--- config.mk ---
export PLATFORM = sky130hd
export DESIGN_NAME = rx_cmd_queue
export DESIGN_NICKNAME = d
export VERILOG_FILES = /design/src/rtl/rsq_pkg.sv /design/src/rtl/rsq_stage.sv /design/src/rtl/rsq_store.sv /design/src/rtl/rsq_ctrl.sv /design/src/rtl/rx_cmd_queue.sv
export SDC_FILE = /design/constraint.sdc
export NUM_CORES = 1
export LEC_CHECK = 0
export BUFFER_PORTS_ARGS = -buffer_cell sky130_fd_sc_hd__buf_2
export CORE_MARGIN = 2
export CORE_UTILIZATION = 36
export CTS_CLUSTER_DIAMETER = 40
export DETAILED_ROUTE_END_ITERATION = 8
export PLACE_DENSITY = 0.48
export SLEW_MARGIN = 20
export SYNTH_ARGS = -nofsm -noshare
export SYNTH_HDL_FRONTEND = slang
export SYNTH_SLANG_ARGS = --single-unit
--- constraint.sdc ---
create_clock -name clk -period 19.07 [get_ports clk]
set_input_delay 3.814 -clock clk [delete_from_list [all_inputs] [get_ports clk]]
set_output_delay 3.814 -clock clk [all_outputs]
set_load 0.05 [all_outputs]
--- src/rtl/rsq_pkg.sv ---
`timescale 1ns/1ps
package rsq_pkg;
    localparam int WORD_W  = 32;
    localparam int COUNT_W = 30;

    typedef enum logic [1:0] {
        RA_WORD  = 2'd0,
        RA_SECS  = 2'd1,
        RA_TICKS = 2'd2,
        RA_CLEAR = 2'd3
    } rsq_addr_e;

    typedef struct packed {
        logic               now;
        logic               chain;
        logic [COUNT_W-1:0] count;
        logic [WORD_W-1:0]  secs;
        logic [WORD_W-1:0]  ticks;
    } rsq_cmd_t;

    typedef enum logic [1:0] {
        Q_EMPTY   = 2'd0,
        Q_PARTIAL = 2'd1,
        Q_FULL    = 2'd2
    } rsq_state_e;
endpackage

--- src/rtl/rsq_stage.sv ---
`timescale 1ns/1ps
module rsq_stage
    import rsq_pkg::*;
(
    input  logic              clk,
    input  logic              rst_n,
    input  logic              wr_en,
    input  logic [1:0]        wr_addr,
    input  logic [WORD_W-1:0] wr_data,
    output logic              commit,
    output logic              clear_req,
    output rsq_cmd_t          new_cmd
);
    rsq_addr_e         addr;
    logic [WORD_W-1:0] word_q;
    logic [WORD_W-1:0] secs_q;

    assign addr = rsq_addr_e'(wr_addr);

    always_ff @(posedge clk) begin
        if (!rst_n) begin
            word_q <= '0;
            secs_q <= '0;
        end else if (wr_en) begin
            if (addr == RA_WORD) word_q <= wr_data;
            if (addr == RA_SECS) secs_q <= wr_data;
        end
    end

    always_comb begin
        commit        = wr_en && (addr == RA_TICKS);
        clear_req     = wr_en && (addr == RA_CLEAR);
        new_cmd.now   = word_q[WORD_W-1];
        new_cmd.chain = word_q[WORD_W-2];
        new_cmd.count = word_q[COUNT_W-1:0];
        new_cmd.secs  = secs_q;
        new_cmd.ticks = wr_data;
    end
endmodule

--- src/rtl/rsq_store.sv ---
`timescale 1ns/1ps
module rsq_store
    import rsq_pkg::*;
#(
    parameter int DEPTH = 8,
    parameter int PTR_W = 3
) (
    input  logic             clk,
    input  logic             we,
    input  logic [PTR_W-1:0] wr_ptr,
    input  rsq_cmd_t         wr_cmd,
    input  logic [PTR_W-1:0] rd_ptr,
    output rsq_cmd_t         rd_cmd
);
    rsq_cmd_t mem [DEPTH];

    always_ff @(posedge clk) begin
        if (we) mem[wr_ptr] <= wr_cmd;
    end

    assign rd_cmd = mem[rd_ptr];
endmodule

--- src/rtl/rsq_ctrl.sv ---
`timescale 1ns/1ps
module rsq_ctrl
    import rsq_pkg::*;
#(
    parameter int DEPTH = 8,
    parameter int PTR_W = 3,
    parameter int LVL_W = 4
) (
    input  logic             clk,
    input  logic             rst_n,
    input  logic             commit,
    input  logic             clear_req,
    input  logic             pop_ready,
    output logic             we,
    output logic [PTR_W-1:0] wr_ptr,
    output logic [PTR_W-1:0] rd_ptr,
    output logic             head_valid,
    output logic             full,
    output logic             overflow
);
    localparam logic [LVL_W-1:0] LVL_MAX = LVL_W'(DEPTH);
    localparam logic [PTR_W-1:0] PTR_TOP = PTR_W'(DEPTH - 1);

    rsq_state_e       state_q, state_d;
    logic [LVL_W-1:0] level_q, level_d;
    logic [PTR_W-1:0] wr_ptr_q, rd_ptr_q;
    logic             ovf_q;
    logic             pop, accept, drop;

    function automatic logic [PTR_W-1:0] bump(input logic [PTR_W-1:0] p);
        return (p == PTR_TOP) ? '0 : p + 1'b1;
    endfunction

    always_comb begin
        pop     = (state_q != Q_EMPTY) && pop_ready && !clear_req;
        accept  = commit && ((state_q != Q_FULL) || pop);
        drop    = commit && !accept;
        level_d = level_q + LVL_W'(accept) - LVL_W'(pop);
        state_d = state_q;
        if (clear_req) begin
            state_d = Q_EMPTY;
        end else begin
            unique case (state_q)
                Q_EMPTY:   if (accept)
                               state_d = (level_d == LVL_MAX) ? Q_FULL : Q_PARTIAL;
                Q_PARTIAL: if (level_d == '0)
                               state_d = Q_EMPTY;
                           else if (level_d == LVL_MAX)
                               state_d = Q_FULL;
                Q_FULL:    if (level_d != LVL_MAX)
                               state_d = (level_d == '0) ? Q_EMPTY : Q_PARTIAL;
                default:   state_d = Q_EMPTY;
            endcase
        end
    end

    always_ff @(posedge clk) begin
        if (!rst_n || clear_req) begin
            state_q  <= Q_EMPTY;
            level_q  <= '0;
            wr_ptr_q <= '0;
            rd_ptr_q <= '0;
            ovf_q    <= 1'b0;
        end else begin
            state_q <= state_d;
            level_q <= level_d;
            if (accept) wr_ptr_q <= bump(wr_ptr_q);
            if (pop)    rd_ptr_q <= bump(rd_ptr_q);
            if (drop)   ovf_q    <= 1'b1;
        end
    end

    always_comb begin
        we         = accept;
        wr_ptr     = wr_ptr_q;
        rd_ptr     = rd_ptr_q;
        head_valid = (state_q != Q_EMPTY);
        full       = (state_q == Q_FULL);
        overflow   = ovf_q;
    end
endmodule

--- src/rtl/rx_cmd_queue.sv ---
`timescale 1ns/1ps
module rx_cmd_queue
    import rsq_pkg::*;
#(
    parameter int DEPTH = 8
) (
    input  logic        clk,
    input  logic        rst_n,
    input  logic        wr_en,
    input  logic [1:0]  wr_addr,
    input  logic [31:0] wr_data,
    input  logic        cmd_ready,
    output logic        cmd_valid,
    output logic        cmd_now,
    output logic        cmd_chain,
    output logic [29:0] cmd_count,
    output logic [31:0] cmd_secs,
    output logic [31:0] cmd_ticks,
    output logic        q_full,
    output logic        q_overflow
);
    localparam int PTR_W = (DEPTH > 1) ? $clog2(DEPTH) : 1;
    localparam int LVL_W = $clog2(DEPTH + 1);

    logic             commit, clear_req, we;
    rsq_cmd_t         new_cmd, head_cmd;
    logic [PTR_W-1:0] wr_ptr, rd_ptr;

    rsq_stage u_stage (
        .clk      (clk),
        .rst_n    (rst_n),
        .wr_en    (wr_en),
        .wr_addr  (wr_addr),
        .wr_data  (wr_data),
        .commit   (commit),
        .clear_req(clear_req),
        .new_cmd  (new_cmd)
    );

    rsq_ctrl #(.DEPTH(DEPTH), .PTR_W(PTR_W), .LVL_W(LVL_W)) u_ctrl (
        .clk       (clk),
        .rst_n     (rst_n),
        .commit    (commit),
        .clear_req (clear_req),
        .pop_ready (cmd_ready),
        .we        (we),
        .wr_ptr    (wr_ptr),
        .rd_ptr    (rd_ptr),
        .head_valid(cmd_valid),
        .full      (q_full),
        .overflow  (q_overflow)
    );

    rsq_store #(.DEPTH(DEPTH), .PTR_W(PTR_W)) u_store (
        .clk   (clk),
        .we    (we),
        .wr_ptr(wr_ptr),
        .wr_cmd(new_cmd),
        .rd_ptr(rd_ptr),
        .rd_cmd(head_cmd)
    );

    assign cmd_now   = head_cmd.now;
    assign cmd_chain = head_cmd.chain;
    assign cmd_count = head_cmd.count;
    assign cmd_secs  = head_cmd.secs;
    assign cmd_ticks = head_cmd.ticks;
endmodule

# Yosys cells after proc, flatten, opt, wreduce, memory -nomap -nowiden
# Memories as Yosys holds them, arrays and structs flattened. A register that Yosys moved wholly into a read port is not among the register bits.
# Index checks and enable logic that the tools add are counted.
[word_totals]
n_memories = 1
in_bits = 38
word_cells = 57
out_inout_bits = 99
ramBits = 768
register_bits = 77
[classes]
n_eq_ne = 13
n_reduce_logical = 19
add_sub_neg = 4
mux = 13
[memory_table]
columns = ["memory", "words", "width", "rd", "rd_ports_with_merged_regs", "wr", "line", "source"]
rows = [
  ["u_store.mem", 8, 96, 1, 1, 1, "rsq_store.sv:15", "rsq_cmd_t mem [DEPTH];"],
]
[op_table]
columns = ["cell", "n"]
rows = [
  ["$mux 3", 4],
  ["$mux 2", 5],
  ["$add 3x1->3 const B", 2],
  ["$eq 2x2->1 const B", 3],
  ["$eq 3x3->1 const B", 2],
  ["$logic_and 1x1->1", 6],
  ["$pmux 2 s3", 1],
  ["$add 4x1->4", 1],
  ["$eq 2x1->1 const B", 2],
  ["$eq 4x4->1 const B", 1],
  ["$logic_not 2->1", 2],
  ["$logic_not 4->1", 1],
  ["$ne 2x1->1 const B", 2],
  ["$ne 4x4->1 const B", 1],
  ["$reduce_and 2->1", 2],
  ["$sub 4x1->4", 1],
  ["$logic_not 1->1", 3],
  ["$mux 1", 3],
  ["$ne 3x1->1 const B", 1],
  ["$reduce_and 3->1", 1],
  ["$logic_or 1x1->1", 2],
  ["$ne 2x2->1 const B", 1],
  ["$reduce_bool 2->1", 1],
  ["$reduce_or 2->1", 1],
]

# Depth between registers and ports, before layout
# Gate-level depths: netlist of the first run.
[logic_depth]
ltp_word = 12
depth_mapped = 11
ltp_nobuf = 11

# By module
# A second synthesis of the first run with hierarchy kept.
[hier_totals]
cells_unflattened = 1480
hier_area_um2 = 32306.0
[by_module_without_submodules]
columns = ["mod", "area_each_um2", "cells_per_inst", "n_inst", "seq_area_each_um2"]
rows = [
  ["rsq_store", 28884.0, 1123, 1, 23062.1],
  ["rsq_stage", 2736.4, 280, 1, 1281.2],
  ["rsq_ctrl", 685.7, 77, 1, 260.2],
]

# Worst setup path before layout of the first run
# OpenSTA, ideal clock, no wires.
[synth_path]
path_kind = "input -> register"
start = "input wr_addr[0]"
end = "memory u_store.mem[0][0] (netlist name) (enable)"
setup_ns = 0.668
slack_ns = 7.380
t_arrival_ns = 11.022
stages = 3
required_time_ns = 18.402
cell_sequence = "nand3b_1 -> or3_1 -> nor3_1"
[synth_via]
elab_chain_cells = 8
[synth_lines]
columns = ["item", "line", "source"]
rows = [
  ["start, declared", "rx_cmd_queue.sv:10", "input logic [1:0] wr_addr,"],
  ["$eq 2x2->1", "rsq_stage.sv:32", "clear_req = wr_en && (addr == RA_CLEAR);"],
  ["$logic_and 1x1->1", "rsq_stage.sv:32", ""],
  ["$logic_not 1->1", "rsq_ctrl.sv:35", "pop = (state_q != Q_EMPTY) && pop_ready && !clear_req;"],
  ["$logic_and 1x1->1", "rsq_ctrl.sv:35", ""],
  ["$logic_or 1x1->1", "rsq_ctrl.sv:36", "accept = commit && ((state_q != Q_FULL) || pop);"],
  ["$logic_and 1x1->1 *", "rsq_ctrl.sv:36", ""],
  ["$mux 1 *", "rsq_store.sv:18", "if (we) mem[wr_ptr] <= wr_cmd;"],
  ["$mux 1 (implied by the code) *", "rsq_store.sv:18", ""],
  ["end, declared", "rsq_store.sv:15", ""],
]
# Every way passes the cells marked *; elsewhere a longest branch is shown, timed or not.

==> metrics.txt, run 1 <==
clk root buf=clkbuf_16; global-route usage over all layers=0.174; Core Area=just under 90000 sq um; RSZ-0062 raised after global routing=false; placed cell count=2738; worst min-delay path class=reg -> reg; Synthesized Nets=about 1500; row count=between 100 and 150; Clock transition at path regs=around 0.040 ns; # DRC=0; Synth Instances=1488; worst-skew pair later-pin latency=0.70 ns; Tightest Pin Transition=between 1 and 1.5 ns; Pleak=approximately 0.013 uW; GP Congestion=about 0.7; Top-Level Pins=~140; Hold-fix buffers, CTS=0; vias=~15000; Synth Register Bits=approximately 850; CTS H-tree depth=4; Pins Over Slew Limit=0; chip height=302 microns; crit start category=flip-flop; peak supply drop=around 0.085 mV; register area share after synthesis=0.771; initial antenna violation count=5; PnR worst setup slack=~11 ns; Clock Skews=around 0.024 ns; Power Dens Cells=between 100 and 150 nW/um^2; relative slew slack=0.275; first-pass GRT wire length=about 110000 microns; Post-Syn Area=about 32000 sq um; drt via density=~5; post_cts resized=0; die width=roughly 300 microns; Non-Filler Instances=~3000; setup tns final=0 ns; post-synthesis cell type count=34; nature of the critical path endpoint=output pin; WL/cell=between 20 and 30 microns; number of fill cells=between 7000 and 8000; arrival time worst endpoint=approximately 4.4 ns; Clock Tree Buf Depth=3; worst-path fanout max=between 40 and 50; DP Worst Slack=roughly 11 ns; port bufs=136; Max Cap Viol=0; Final Hold Vio Count=0; final WL=between 70000 and 80000 microns; Finish-stage setup viols=0; First-pass DRT Iterations=5; fin crit share=0.433; Routed Antenna Nets=0; die area=91300 sq um; Total Nets Final=1751; Syn-to-layout area delta=20.9%; fmax=between 0.1 and 0.15 GHz; largest net degree at the start of global routing=97; syn_area_per_cell=between 20 and 25 sq um; initial drt markers=between 1000 and 1500; Worst Setup Path Type=reg -> out; worst path required time=between 15 and 20 ns; utilization after layout=0.438; Ys Warns=0; Post-CTS Setup Inserts=0; status=finished clean; CTS tree=done; HPWL after DPL=a little under 40000 microns; Initial Utilization=0.363; clock net sink count=approximately 850; number of CTS-inserted buffers=130; fraction of layout instances using a drive strength above 1=0.373; minimum clock period=8.25 ns; vias in the first global route=about 17000; grt total ovfl=0
routing by layer:
metal | global-route usage | vias to the layer above | routed length (microns)
met2 | 0.285 | 360 | 38000
met4 | 0.0591 | 0 | 1640
met3 | 0.0326 | 113 | 3650
met5 | 0 | - | 0
li1 | - | 6531 | -
met1 | 0.233 | 8274 | 34000
area by class of cell:
| class | count | area [sq um] | area share |
|---|---|---|---|
| Antenna cell | 2 | 5.00 | 0.000129 |
| Clock buffer | 162 | 3560 | 0.0922 |
| Clock inverter | 74 | 1070 | 0.0276 |
| Inverter | 6 | 22.5 | 0.000582 |
| Multi-Input combinational cell | 557 | 6920 | 0.179 |
| Sequential cell | 848 | 24700 | 0.638 |
| Tap cell | 1165 | 1460 | 0.0377 |
| Timing Repair Buffer | 162 | 958 | 0.0248 |
through the flow:
step | hold WS [ns] | power (uW) | instance area, sq um
2_1_floorplan | 0.492 | 2300 | 32000
3_5_place_dp | 0.520 | 2380 | 34000
6_report | 0.530 | 4820 | 38700
3_3_place_gp | 0.519 | 2370 | 34000
5_1_grt | 0.549 | 4980 | 38700
4_1_cts | 0.529 | 4890 | 38700
report_power, final:
part,internal (uW),switching [uW]
Clock,1650,836
Combinational,101,174
Sequential,2040,20.2
Yosys cell counts:
library cell	number	area, sq um
edfxtp_1	768	23100
mux4_2	192	4320
nand2_1	135	507
mux2_2	96	1080
dfxtp_1	80	1600
a21boi_0	64	480
clkbuf_1	37	139
nor2_1	23	86.3
buf_6	20	225
buf_1	16	60.1
ha_1	7	87.6
a21oi_1	6	30.0
inv_1	6	22.5
buf_2	4	20.0
mux2i_1	4	40.0
nand3b_1	4	30.0
o21ai_0	3	15.0
and3_1	2	12.5
nand2b_1	2	12.5
nand3_1	2	10.0
nor3_1	2	10.0
nor3b_1	2	15.0
xor2_1	2	17.5
a21o_1	1	7.51
a31o_2	1	8.76
and3b_1	1	8.76
fa_1	1	20.0
nor4_1	1	6.26
o2111a_1	1	11.3
o221ai_1	1	8.76
or2_2	1	6.26
or3_1	1	6.26
or3b_2	1	8.76
xnor2_1	1	8.76
worst paths after layout:
kind                            slack, ns               from            endpoint  cells after the start
worst min-delay path                 0.53   u_ctrl.rd_ptr[2]           flip-flop                      2
worst max-delay path                10.82          flip-flop       cmd_ticks[24]                      5
worst min register to register       0.53   u_ctrl.rd_ptr[2]           flip-flop                      2
worst max register to register      15.34  u_ctrl.state_q[1]  u_store.mem[7][17]                      6
cell families (layout without fill, tap and decap cells):
group / after synthesis / count (layout) / share of synthesized area
XOR/XNOR: 3 / 3 / 0.000821
AO/OA/AOI/OAI: 77 / 77 / 0.0176
adder cells (fa/ha/maj): 8 / 8 / 0.00336
other: 0 / 2 / 0
AND/OR/NAND/NOR: 177 / 177 / 0.0225
multiplexers: 292 / 292 / 0.170
buffers and inverters: 83 / 404 / 0.0146
flip-flops: 848 / 848 / 0.771
state kept, by name, summed over array words and instances (netlist names), named ones only:
register / cells
u_store.mem: 768
u_stage.secs_q: 32
u_stage.word_q: 32
u_ctrl.level_q: 4
u_ctrl.rd_ptr: 3
u_ctrl.wr_ptr: 3
u_ctrl.state_q: 2
u_ctrl.overflow: 1
worst max-delay path: stages (launching register included):
cell     delay, ns
dfxtp_4       0.86
buf_4         0.80
buf_4         0.84
mux4_2        0.60
mux2_2        0.33
buf_2         0.23
placed cells by master (no fill, tap or decap), drive strengths merged:
cell        n
o2111a      1
and3        2
diode       2
and3b       1
a21oi       6
clkinv     27
nand2b      2
dfxtp      80
nor3b       2
ha          7
nand2     135
nor4        1
mux2i       4
mux2       96
inv        14
clkbuf    162
a31o        1
nand3       2
or3b        1
clkinvlp   15
a21boi     64
or2         1
fa          1
buf       162
xnor2       1
nor3        2
a21o        1
nor2       23
edfxtp    768
xor2        2
mux4      192
o21ai       3
o221ai      1
nand3b      4
bufinv     24
or3         1
(Power assumes the default switching activity.)
==> run 2: changes to the inputs <==
- clock period: 19.07 -> 7.8 ns (I/O delays scaled with it)
==> metrics.txt, run 2 (synthesis gave the netlist of run 1 again) <==
initial drt markers=1001; P_int=slightly below 9000 uW; Reg area=between 20000 and 25000 sq um; peak supply drop=about 0.19 mV; Clock transition at path regs=~0.060 ns; nature of the critical path endpoint=output pin; largest net degree at the start of global routing=about 100; Gate power share=0.061; global-route usage over all layers=0.163; Syn-to-layout area delta=19.4%; number of CTS-inserted buffers=116; crit start category=flip-flop; RSZ-0062 raised after global routing=false; Clock Skews=approximately 0.026 ns; worst path required time=6.24 ns; WP buf/inv=2; Post-CTS Setup Inserts=0; CTS H-tree depth=3; # DRC=0; setup tns final=0 ns; final WL=73600 microns; die width=302 microns; Top reg by flops=u_store.mem; initial antenna violation count=4; Hold-fix buffers, CTS=0; GP Congestion=between 0.6 and 0.7; Max Cap Viol=0; hold depth=2; antenna cells=0; RR Startpoint=u_ctrl.state_q[1]; R2R depth=5; worst-path fanout max=46; Core Area=approximately 90000 sq um; WL/cell=about 25 microns; cells along the critical path=buf_4 > mux4_2 > mux2_2 > buf_2; status=finished clean; CP max stage cell=dfxtp_4; Clock Tree Buf Depth=3; first-pass GRT wire length=between 100000 and 150000 microns; CP max stage delay=0.84 ns; drt via density=between 5 and 6; First-pass DRT Iterations=5; Switch Pwr=around 2500 uW; Final Hold Vio Count=0; worst min-delay path class=reg -> reg; clk root buf=clkbuf_16; switching share of power=0.225; relative slew slack=0.323; arrival time worst endpoint=~3.3 ns; reg2reg end=u_store.mem[5][10]; vias in the first global route=about 16000; Finished Cell Area=around 38000 sq um; post_cts resized=0; Top-Level Pins=about 140; flip-flop count of the largest register after layout=approximately 770; biggest regs=u_store.mem: 768 flops, u_stage.secs_q: 32 flops, u_stage.word_q: 32 flops; clock network power share=0.493; clock net sink count=between 800 and 900; Worst Setup Path Type=reg -> out; Total Nets Final=1736; Finish-stage setup viols=0; worst-skew pair later-pin latency=0.69 ns; Tightest Pin Transition=around 1.0 ns; Power Dens Cells=slightly below 300 nW/um^2; minimum clock period=approximately 4.8 ns; HPWL after DPL=~38000 microns; Pins Over Slew Limit=0; Pleak=about 0.012 uW; number of fill cells=7581; die area=approximately 91000 sq um; fraction of layout instances using a drive strength above 1=0.372; sequential power share=0.446; most frequent cells in the layout=edfxtp_1 (768), mux4_2 (192), buf_2 (136); DP Area=34000 sq um; top cell family by delay on the critical path=buffers and inverters; Routed Antenna Nets=0; fmax=about 0.21 GHz; row count=~110; CTS tree=done; Worst Hold Path EP=u_ctrl.overflow; fin crit share=0.620; vias=roughly 15000; grt total ovfl=0; commonest non-fill, non-tap cell in the layout=edfxtp_1; chip height=302 microns; Multi-input gate area=6930 sq um; reg-to-reg setup timing slack=slightly below 5 ns; port bufs=136; Initial Utilization=0.363; Hold Crit Start=u_ctrl.overflow
==> run 2: power groups by stage <==
stage                     registers (uW)  logic [uW]  clock network, uW
after global routing                5020         735               5870
after global placement              5100         700                  0
after detailed placement            5110         704                  0
final                               5020         685               5550
after floorplan                     5100         530                  0
after CTS                           5020         706               5670
==> run 2: how the worst max path moves through the flow <==
stage	start	endpoint	cells after the start
final	flip-flop	cmd_secs[5]	4
after floorplan	wr_addr[0]	u_store.mem[4][0]	3
after global placement	wr_addr[0]	u_store.mem[5][11]	6
after global routing	flip-flop	cmd_secs[5]	4
after CTS	flip-flop	cmd_secs[5]	4
after detailed placement	wr_addr[0]	u_store.mem[5][81]	6
==> run 2: per-layer routing <==
metal	vias up	GRT usage	share of wire
li1	6499	-	-
met3	109	0.0245	0.036
met5	-	0	0
met1	7907	0.222	0.45
met2	291	0.272	0.50
met4	0	0.0494	0.020
==> run 2: through the flow <==
step,hold WS [ns],instances,total power [uW],utilization,worst slack [ns]
6_report,0.498,2958,11200,0.433,2.96
3_5_place_dp,0.470,2737,5810,0.386,3.19
4_1_cts,0.497,2958,11400,0.433,2.85
3_3_place_gp,0.503,2737,5810,0.386,3.14
5_1_grt,0.521,2958,11600,0.433,2.80
2_1_floorplan,0.492,1488,5630,-,0.942
==> run 2: final cells by class <==
cell class                 instances  share of cell area
inverter                           6            0.000589
clock buffer                     129              0.0789
tap                             1165              0.0382
clock inverter                    92              0.0304
sequential                       848               0.646
timing repair buffer             161              0.0247
multi-input combinational        557               0.181
==> run 2: worst reg2reg max path, stage by stage (launching register included) <==
cell and delay [ns]:
dfxtp_1 0.37, nor3b_1 0.21, nor2_1 0.24, nand2_1 0.29
nor2_4 0.78, buf_4 0.69
